===== src/rtl/evt_timer.sv =====
module evt_timer #(
  parameter int W    = 16,
  parameter int DIV  = 4,
  parameter int SYNC = 2
) (
  input  logic         clk,
  input  logic         rst_n,
  input  logic         wr_en,
  input  logic [1:0]   addr,
  input  logic [W-1:0] wdata,
  output logic [W-1:0] rdata,
  input  logic         ext_in,
  input  logic         pre_in,
  output logic         tmr_out,
  output logic         tc_out
);
  localparam int PW = (DIV > 1) ? $clog2(DIV) : 1;

  logic [W-1:0]  count, pmax, smax;
  logic          en, dual, sel, tc_q;
  logic [1:0]    src;
  logic [PW-1:0] phase;
  logic [SYNC:0] ext_sh;
  logic          pre_q, pend_e, pend_p;

  wire tick    = (phase == PW'(DIV - 1));
  wire edge_e  = ext_sh[SYNC-1] & ~ext_sh[SYNC];
  wire edge_p  = pre_in & ~pre_q;
  wire have_e  = pend_e | edge_e;
  wire have_p  = pend_p | edge_p;
  wire src_ok  = (src == 2'd0) | ((src == 2'd1) & have_e) | ((src == 2'd2) & have_p);
  wire event_i = tick & en & src_ok;
  wire [W-1:0] act_max = (dual & sel) ? smax : pmax;
  wire [W-1:0] nxt     = count + 1'b1;
  wire hit     = (nxt == act_max);
  wire cnt_wr  = wr_en & (addr == 2'd0);

  assign tc_out  = tc_q;
  assign tmr_out = dual ? ~sel : ~tc_q;

  always_comb begin
    case (addr)
      2'd0:    rdata = count;
      2'd1:    rdata = pmax;
      2'd2:    rdata = smax;
      default: rdata = {{(W-5){1'b0}}, sel, src, dual, en};
    endcase
  end

  always_ff @(posedge clk or negedge rst_n) begin
    if (!rst_n) begin
      phase  <= '0;
      ext_sh <= '0;
      pre_q  <= 1'b0;
      pend_e <= 1'b0;
      pend_p <= 1'b0;
    end else begin
      phase  <= tick ? '0 : phase + 1'b1;
      ext_sh <= {ext_sh[SYNC-1:0], ext_in};
      pre_q  <= pre_in;
      pend_e <= tick ? 1'b0 : have_e;
      pend_p <= tick ? 1'b0 : have_p;
    end
  end

  always_ff @(posedge clk or negedge rst_n) begin
    if (!rst_n) begin
      count <= '0;
      pmax  <= '0;
      smax  <= '0;
      en    <= 1'b0;
      dual  <= 1'b0;
      src   <= 2'd0;
      sel   <= 1'b0;
      tc_q  <= 1'b0;
    end else begin
      tc_q <= 1'b0;
      if (event_i && !cnt_wr) begin
        if (hit) begin
          count <= '0;
          tc_q  <= 1'b1;
          if (dual) sel <= ~sel;
        end else begin
          count <= nxt;
        end
      end
      if (wr_en) begin
        case (addr)
          2'd0: count <= wdata;
          2'd1: pmax  <= wdata;
          2'd2: smax  <= wdata;
          default: begin
            en   <= wdata[0];
            dual <= wdata[1];
            src  <= wdata[3:2];
            if (!wdata[1]) sel <= 1'b0;
          end
        endcase
      end
    end
  end

  p_wrap_zero_r4: assert property (@(posedge clk) disable iff (!rst_n)
    tc_out |-> (count == '0));

  p_quarter_rate_r6: assert property (@(posedge clk) disable iff (!rst_n)
    (!$past(cnt_wr) && (count != $past(count))) |-> ($past(phase) == PW'(DIV - 1)));

  p_single_pulse_r5: assert property (@(posedge clk) disable iff (!rst_n)
    (!dual && !tmr_out && !wr_en) |=> tmr_out);

  p_dual_swap_r7: assert property (@(posedge clk) disable iff (!rst_n)
    (tc_out && dual && !$past(wr_en)) |-> (sel != $past(sel)));

  p_idle_hold_r10: assert property (@(posedge clk) disable iff (!rst_n)
    (!en && !wr_en) |=> ($stable(count) && !tc_out));
endmodule


===== config.mk =====
export PLATFORM = sky130hd
export DESIGN_NAME = evt_timer
export DESIGN_NICKNAME = d
export VERILOG_FILES = /design/src/rtl/evt_timer.sv
export SDC_FILE = /design/constraint.sdc
export NUM_CORES = 1
export LEC_CHECK = 0
export BUFFER_PORTS_ARGS = -buffer_cell sky130_fd_sc_hd__buf_2
export CORE_MARGIN = 2
export CORE_UTILIZATION = 25
export CTS_CLUSTER_SIZE = 28
export DETAILED_ROUTE_END_ITERATION = 7
export PLACE_DENSITY = 0.45
export SLEW_MARGIN = 25
export SYNTH_ARGS = -nofsm -noshare
export SYNTH_HDL_FRONTEND = slang
export SYNTH_SLANG_ARGS = --single-unit

===== constraint.sdc =====
create_clock -name clk -period 6.06 [get_ports clk]
set_input_delay 0.606 -clock clk [delete_from_list [all_inputs] [get_ports clk]]
set_output_delay 0.606 -clock clk [all_outputs]
set_load 0.05 [all_outputs]

# == Yosys cells after proc, flatten, opt, wreduce, memory -nomap -nowiden ==
# Cells that the tools add are included.
# word_totals
register_bits,62
latch_bits,0
ramBits,0
rom_bits,0
wordCells,64
n_memories,0
# classes
add_sub_neg,2
n_mul,0
div,0
magnitude_cmp,0
eq_ne,6
shifts,0
muxes,18
bitwise,17
n_reduce_logical,8
# ops
operator,count
2-to-1 mux 16 bit,5
one-hot mux 16 bit (3 select lines),1
"adder 16 x 1 -> 16 bit, second input constant",1
equality test 16 bit,1
2-to-1 mux 1 bit,11
bitwise AND 1 bit,8
"equality test 2 bit, second input constant",3
AND reduction 2 bit,3
NOT 1 bit,5
"equality test 2 x 1 -> 1 bit, second input constant",2
zero test 2 bit,2
OR 1 bit,4
OR reduction 3 bit,1
"adder 2 x 1 -> 2 bit, second input constant",1
2-to-1 mux 2 bit,1
logical AND 1 bit,1
zero test 1 bit,1

# == Logic depth before layout (Yosys ltp) ==
# logic_depth
depth_word,12
depth_mapped,12

# == Worst setup path before layout ==
# OpenSTA, ideal clock, no wires.
# synth_timing
kind,input port to output port
startpoint,input port addr[0]
endpoint,output port rdata[10]
t_arrival_ps,2696
setup_slack_ps,2758
cell_stages,4
path_buffers,2
path_cell_list,buf_1 clkbuf_1 mux2i_1 o21ai_0
# synth_between
elab_chain_cells,2
word_cells_on_any_way,4
cone_classes,eq/ne (2); mux (1); reduce/logical (1)
# synth_lines
item,line,rtl
start: declaration,9,"input logic [1:0] addr,"
"equality test 2 bit, or another cell as far along",42,case (addr)
one-hot mux 16 bit (3 select lines) (*),42,
end: declaration,11,"output logic [W-1:0] rdata,"
# Every way passes the cells marked *; elsewhere a longest branch is shown, timed or not.

# == Final worst setup path ==
# layout_timing
startpoint,register dual
endpoint,register count[4]
# layout_between
elab_chain_cells,7
# layout_lines
item,line,rtl
start: declaration,20,"logic en, dual, sel, tc_q;"
start signal: assignment,94,dual <= wdata[1];
bitwise AND 1 bit (*),33,wire [W-1:0] act_max = (dual & sel) ? smax : pmax;
2-to-1 mux 16 bit (*),33,
equality test 16 bit (*),35,wire hit = (nxt == act_max);
2-to-1 mux 16 bit (*),79,if (hit) begin
2-to-1 mux 16 bit (*),78,if (event_i && !cnt_wr) begin
2-to-1 mux 16 bit,88,case (addr)
2-to-1 mux 16 bit (*),87,if (wr_en) begin
end signal: assignment,84,count <= nxt;
end signal: assignment,89,2'd0: count <= wdata;
end: declaration,19,"logic [W-1:0] count, pmax, smax;"
# Marks and branches as above.
# A chain may end at the register's enable or synchronous reset.

==> metrics.md <==
| Metric | Value |
|---|---|
| Outcome | completed |
| DRC | 0 |
| Synthesis Warnings | 0 |
| Worst Reg-to-Reg Cells | 10 |
| Hold Startpoint | ext_sh[0] |
| Cell Pwr Density | 321 nW/um^2 |
| Final Hold Fails | 0 |
| CP bufs+invs | 1 |
| Post-CTS Resized | 0 |
| Nets | between 400 and 500 |
| Final Max Slew Viols | 0 |
| Root Driver | clkbuf_16 |
| Leak Pwr | between 1.5 and 2 nW |
| Ratio of cells with drive above 1 in the final layout | 0.300 |
| Min Tclk post-route | 3180 ps |
| Initial antenna violation count | 0 |
| Finish-stage setup viols | 0 |
| Clock Latency Late Sink | about 340 ps |
| Via density | a little over 5 |
| VDD IR max | 0.142 mV |
| Port bufs | 40 |
| Largest net degree at the start of global routing | 63 |
| Arrival @ worst endpoint | about 3400 ps |
| Num ports | between 40 and 50 |
| # diodes | 0 |
| Vias in the first global route | around 3000 |
| Synthesized Nets | about 410 |
| Placeable Area | 15200 um^2 |
| Main synth FF type | dfrtp_1 |
| Die Y | between 100 and 150 um |
| Unique masters post-synth | 52 |
| Unrepaired setup endpoints after global routing | no |
| Worst Tran Pin Value | 920 ps |
| Post-Route WL | about 11000 um |
| Hold WC Path Type | reg -> reg |
| Clock transition at path regs | about 60 ps |
| Total setup buffers inserted after CTS | 0 |
| Tot GR Track Use | 0.134 |
| CP max stage delay | around 430 ps |
| Reg2Reg Launch Point | dual |
| Worst setup EP type | flip-flop |
| First-pass iteration count of the detailed router | 4 |
| Sequential fraction of the synthesis area | 0.399 |
| Longest Clk Path Bufs | 2 |
| Reg2reg end | count[4] |
| Wire per inst | between 15 and 20 um |
| H-tree depth | 3 |
| FP Rows | 45 |
| Data required, critical path | 6280 ps |
| First-pass GRT wire length | approximately 17000 um |
| Setup slack, reg-to-reg | between 2000 and 3000 ps |
| CTS tree | done |
| Hold depth | 0 |
| Top area cells in the synthesized netlist | dfrtp_1 40%, mux2_2 11%, mux2i_1 7.7%, xnor2_1 3.4%, nand3_1 3.2% |
| Post-route ant nets | 0 |
| DRT iter0 DRCs | 171 |
| Max-Cap Viols | 0 |
| Starting Density | 0.255 |
| Hold EP | ext_sh[1] |
| Synthesis-to-layout area growth | 16.7% |
| Critical path class | reg -> reg |
| Hold-fix buffers, CTS | 0 |
| Fin Setup TNS | 0 ps |
| Num CTS Buffers | 9 |
| Synth top area share | 0.399 |
| CP Max Fanout | 17 |
| Post-synth EDFFs | 0 |
| Mapped Area | 3880 um^2 |
| HPWL Detailed | slightly above 7000 um |
| Vias post-DR | just over 3000 |
| Overflow after GRT | 0 |
| Gate Count Post-Synth | between 300 and 400 |
| Clock sinks | slightly above 60 |
| Slew margin rel. | 0.385 |
| Post-synth ARST share | 1.00 |
| Slowest CP cell | or4_4 |
| RD Place Congestion | between 0.8 and 0.9 |
| Die Wd | around 130 um |
| Yosys top cell by area | dfrtp_1 |
| CP delay by family, top | simple AND/OR/NAND/NOR gates |
| Die footprint | around 17000 um^2 |
| Final core utilization | 0.298 |
| Startpoint Class | flip-flop |
| Clock skew | about 11 ps |
| Synth Area per Inst | 10.2 um^2 |
| Period Utilization, post-route | 0.526 |
| Max Freq | between 300 and 400 MHz |
| Critical-path cell list | ha_1 -> buf_4 -> mux2i_1 -> xnor3_1 -> or4_4 -> a211oi_2 -> nand4_1 -> nor3_1 -> o21ai_0 -> o21a_1 |
| #FFs+latches synth | 62 |
[cell usage after synthesis (all sizes together) (9+ instances only)]
master  count
dfrtp      62
mux2       38
mux2i      30
nand2      30
nand3      27
o21ai      25
nor2       18
a21oi      16
buf        16
xnor2      15
clkbuf     13
and3        9
[worst reg2reg max path: stages, from the launching register on]
cell and delay [ps]:
dfrtp_1 400, ha_1 160, buf_4 340, mux2i_1 350
xnor3_1 250, or4_4 430, a211oi_2 230, nand4_1 170
nor3_1 400, o21ai_0 190, o21a_1 150
[stage by stage]
step | hold slack [ps] | instances | setup slack (ps) | power, mW | area, um^2
2_1_floorplan | 310 | 381 | 2760 | 0.858 | 3880
3_3_place_gp | 335 | 584 | 2890 | 0.950 | 4210
3_5_place_dp | 335 | 585 | 2810 | 0.958 | 4230
4_1_cts | 347 | 601 | 2800 | 1.47 | 4520
5_1_grt | 371 | 602 | 2610 | 1.54 | 4530
6_report | 346 | 602 | 2880 | 1.45 | 4530
[routing by layer]
layer,share of wire,up-vias,global-route usage
met5,0,-,0
met3,0.044,13,0.0274
met1,0.48,1514,0.184
met4,0.014,0,0.0518
li1,-,1460,-
met2,0.47,67,0.209
[logic make-up (layout without fill, tap and decap cells)]
kind of cell / count (synthesis) / in the layout / share of synthesized area
adder cells (fa/ha/maj): 3 / 3 / 0.00967
buffers and inverters: 32 / 65 / 0.0396
XOR/XNOR: 22 / 22 / 0.0532
AO/OA/AOI/OAI: 56 / 56 / 0.0931
flip-flops: 62 / 62 / 0.399
AND/OR/NAND/NOR: 133 / 133 / 0.188
multiplexers: 73 / 73 / 0.216
[how the worst max path moves through the flow]
stage | startpoint | endpoint | slack (ps) | cells past startpoint
after floorplan | addr[0] | rdata[10] | 2760 | 4
after detailed placement | dual | count[3] | 2810 | 10
after global routing | dual | count[3] | 2610 | 10
after global placement | dual | count[3] | 2890 | 10
after CTS | dual | count[3] | 2800 | 10
final | dual | count[4] | 2880 | 10
[area by class of cell]
| class | instances | area, um^2 |
|---|---|---|
| Sequential cell | 62 | 1550 |
| Timing Repair Buffer | 46 | 260 |
| Tap cell | 188 | 235 |
| Clock inverter | 6 | 62.6 |
| Multi-Input combinational cell | 287 | 2180 |
| Fill cell | 1616 | 10700 |
| Clock buffer | 10 | 229 |
| Inverter | 3 | 11.3 |
[power by group]
group / internal [mW] / leakage (nW) / switching, mW
Clock: 0.316 / 0.134 / 0.188
Combinational: 0.176 / 0.978 / 0.226
Sequential: 0.477 / 0.724 / 0.0699
Total: 0.969 / 1.84 / 0.485
[state kept, by name, indices dropped and copies added, names as in the netlist, 2 cells and up]
signal and flops:
count 16, pmax 16, smax 16, ext_sh 3
phase 2, src 2
[placed cells by master, fill, tap and decap left out, drive strengths merged, types with 2 or more instances in the layout]
master / netlist / final
mux2: 38 / 38
and4: 5 / 5
xor2: 6 / 6
or4: 2 / 2
clkinvlp: 0 / 3
a21oi: 16 / 16
nor2b: 2 / 2
inv: 3 / 3
nor3: 8 / 8
nor3b: 3 / 3
nor4b: 3 / 3
clkbuf: 13 / 10
clkinv: 0 / 2
buf: 16 / 46
mux4: 5 / 5
dfrtp: 62 / 62
nor4: 8 / 8
ha: 3 / 3
o21ai: 25 / 25
nand2: 30 / 30
xnor2: 15 / 15
a2111oi: 2 / 2
and3: 9 / 9
or3: 5 / 5
o21a: 3 / 3
a21o: 2 / 2
nand3b: 2 / 2
nand4: 7 / 7
nor2: 18 / 18
nand3: 27 / 27
mux2i: 30 / 30
No activity file was read; power rests on OpenSTA's default activity.
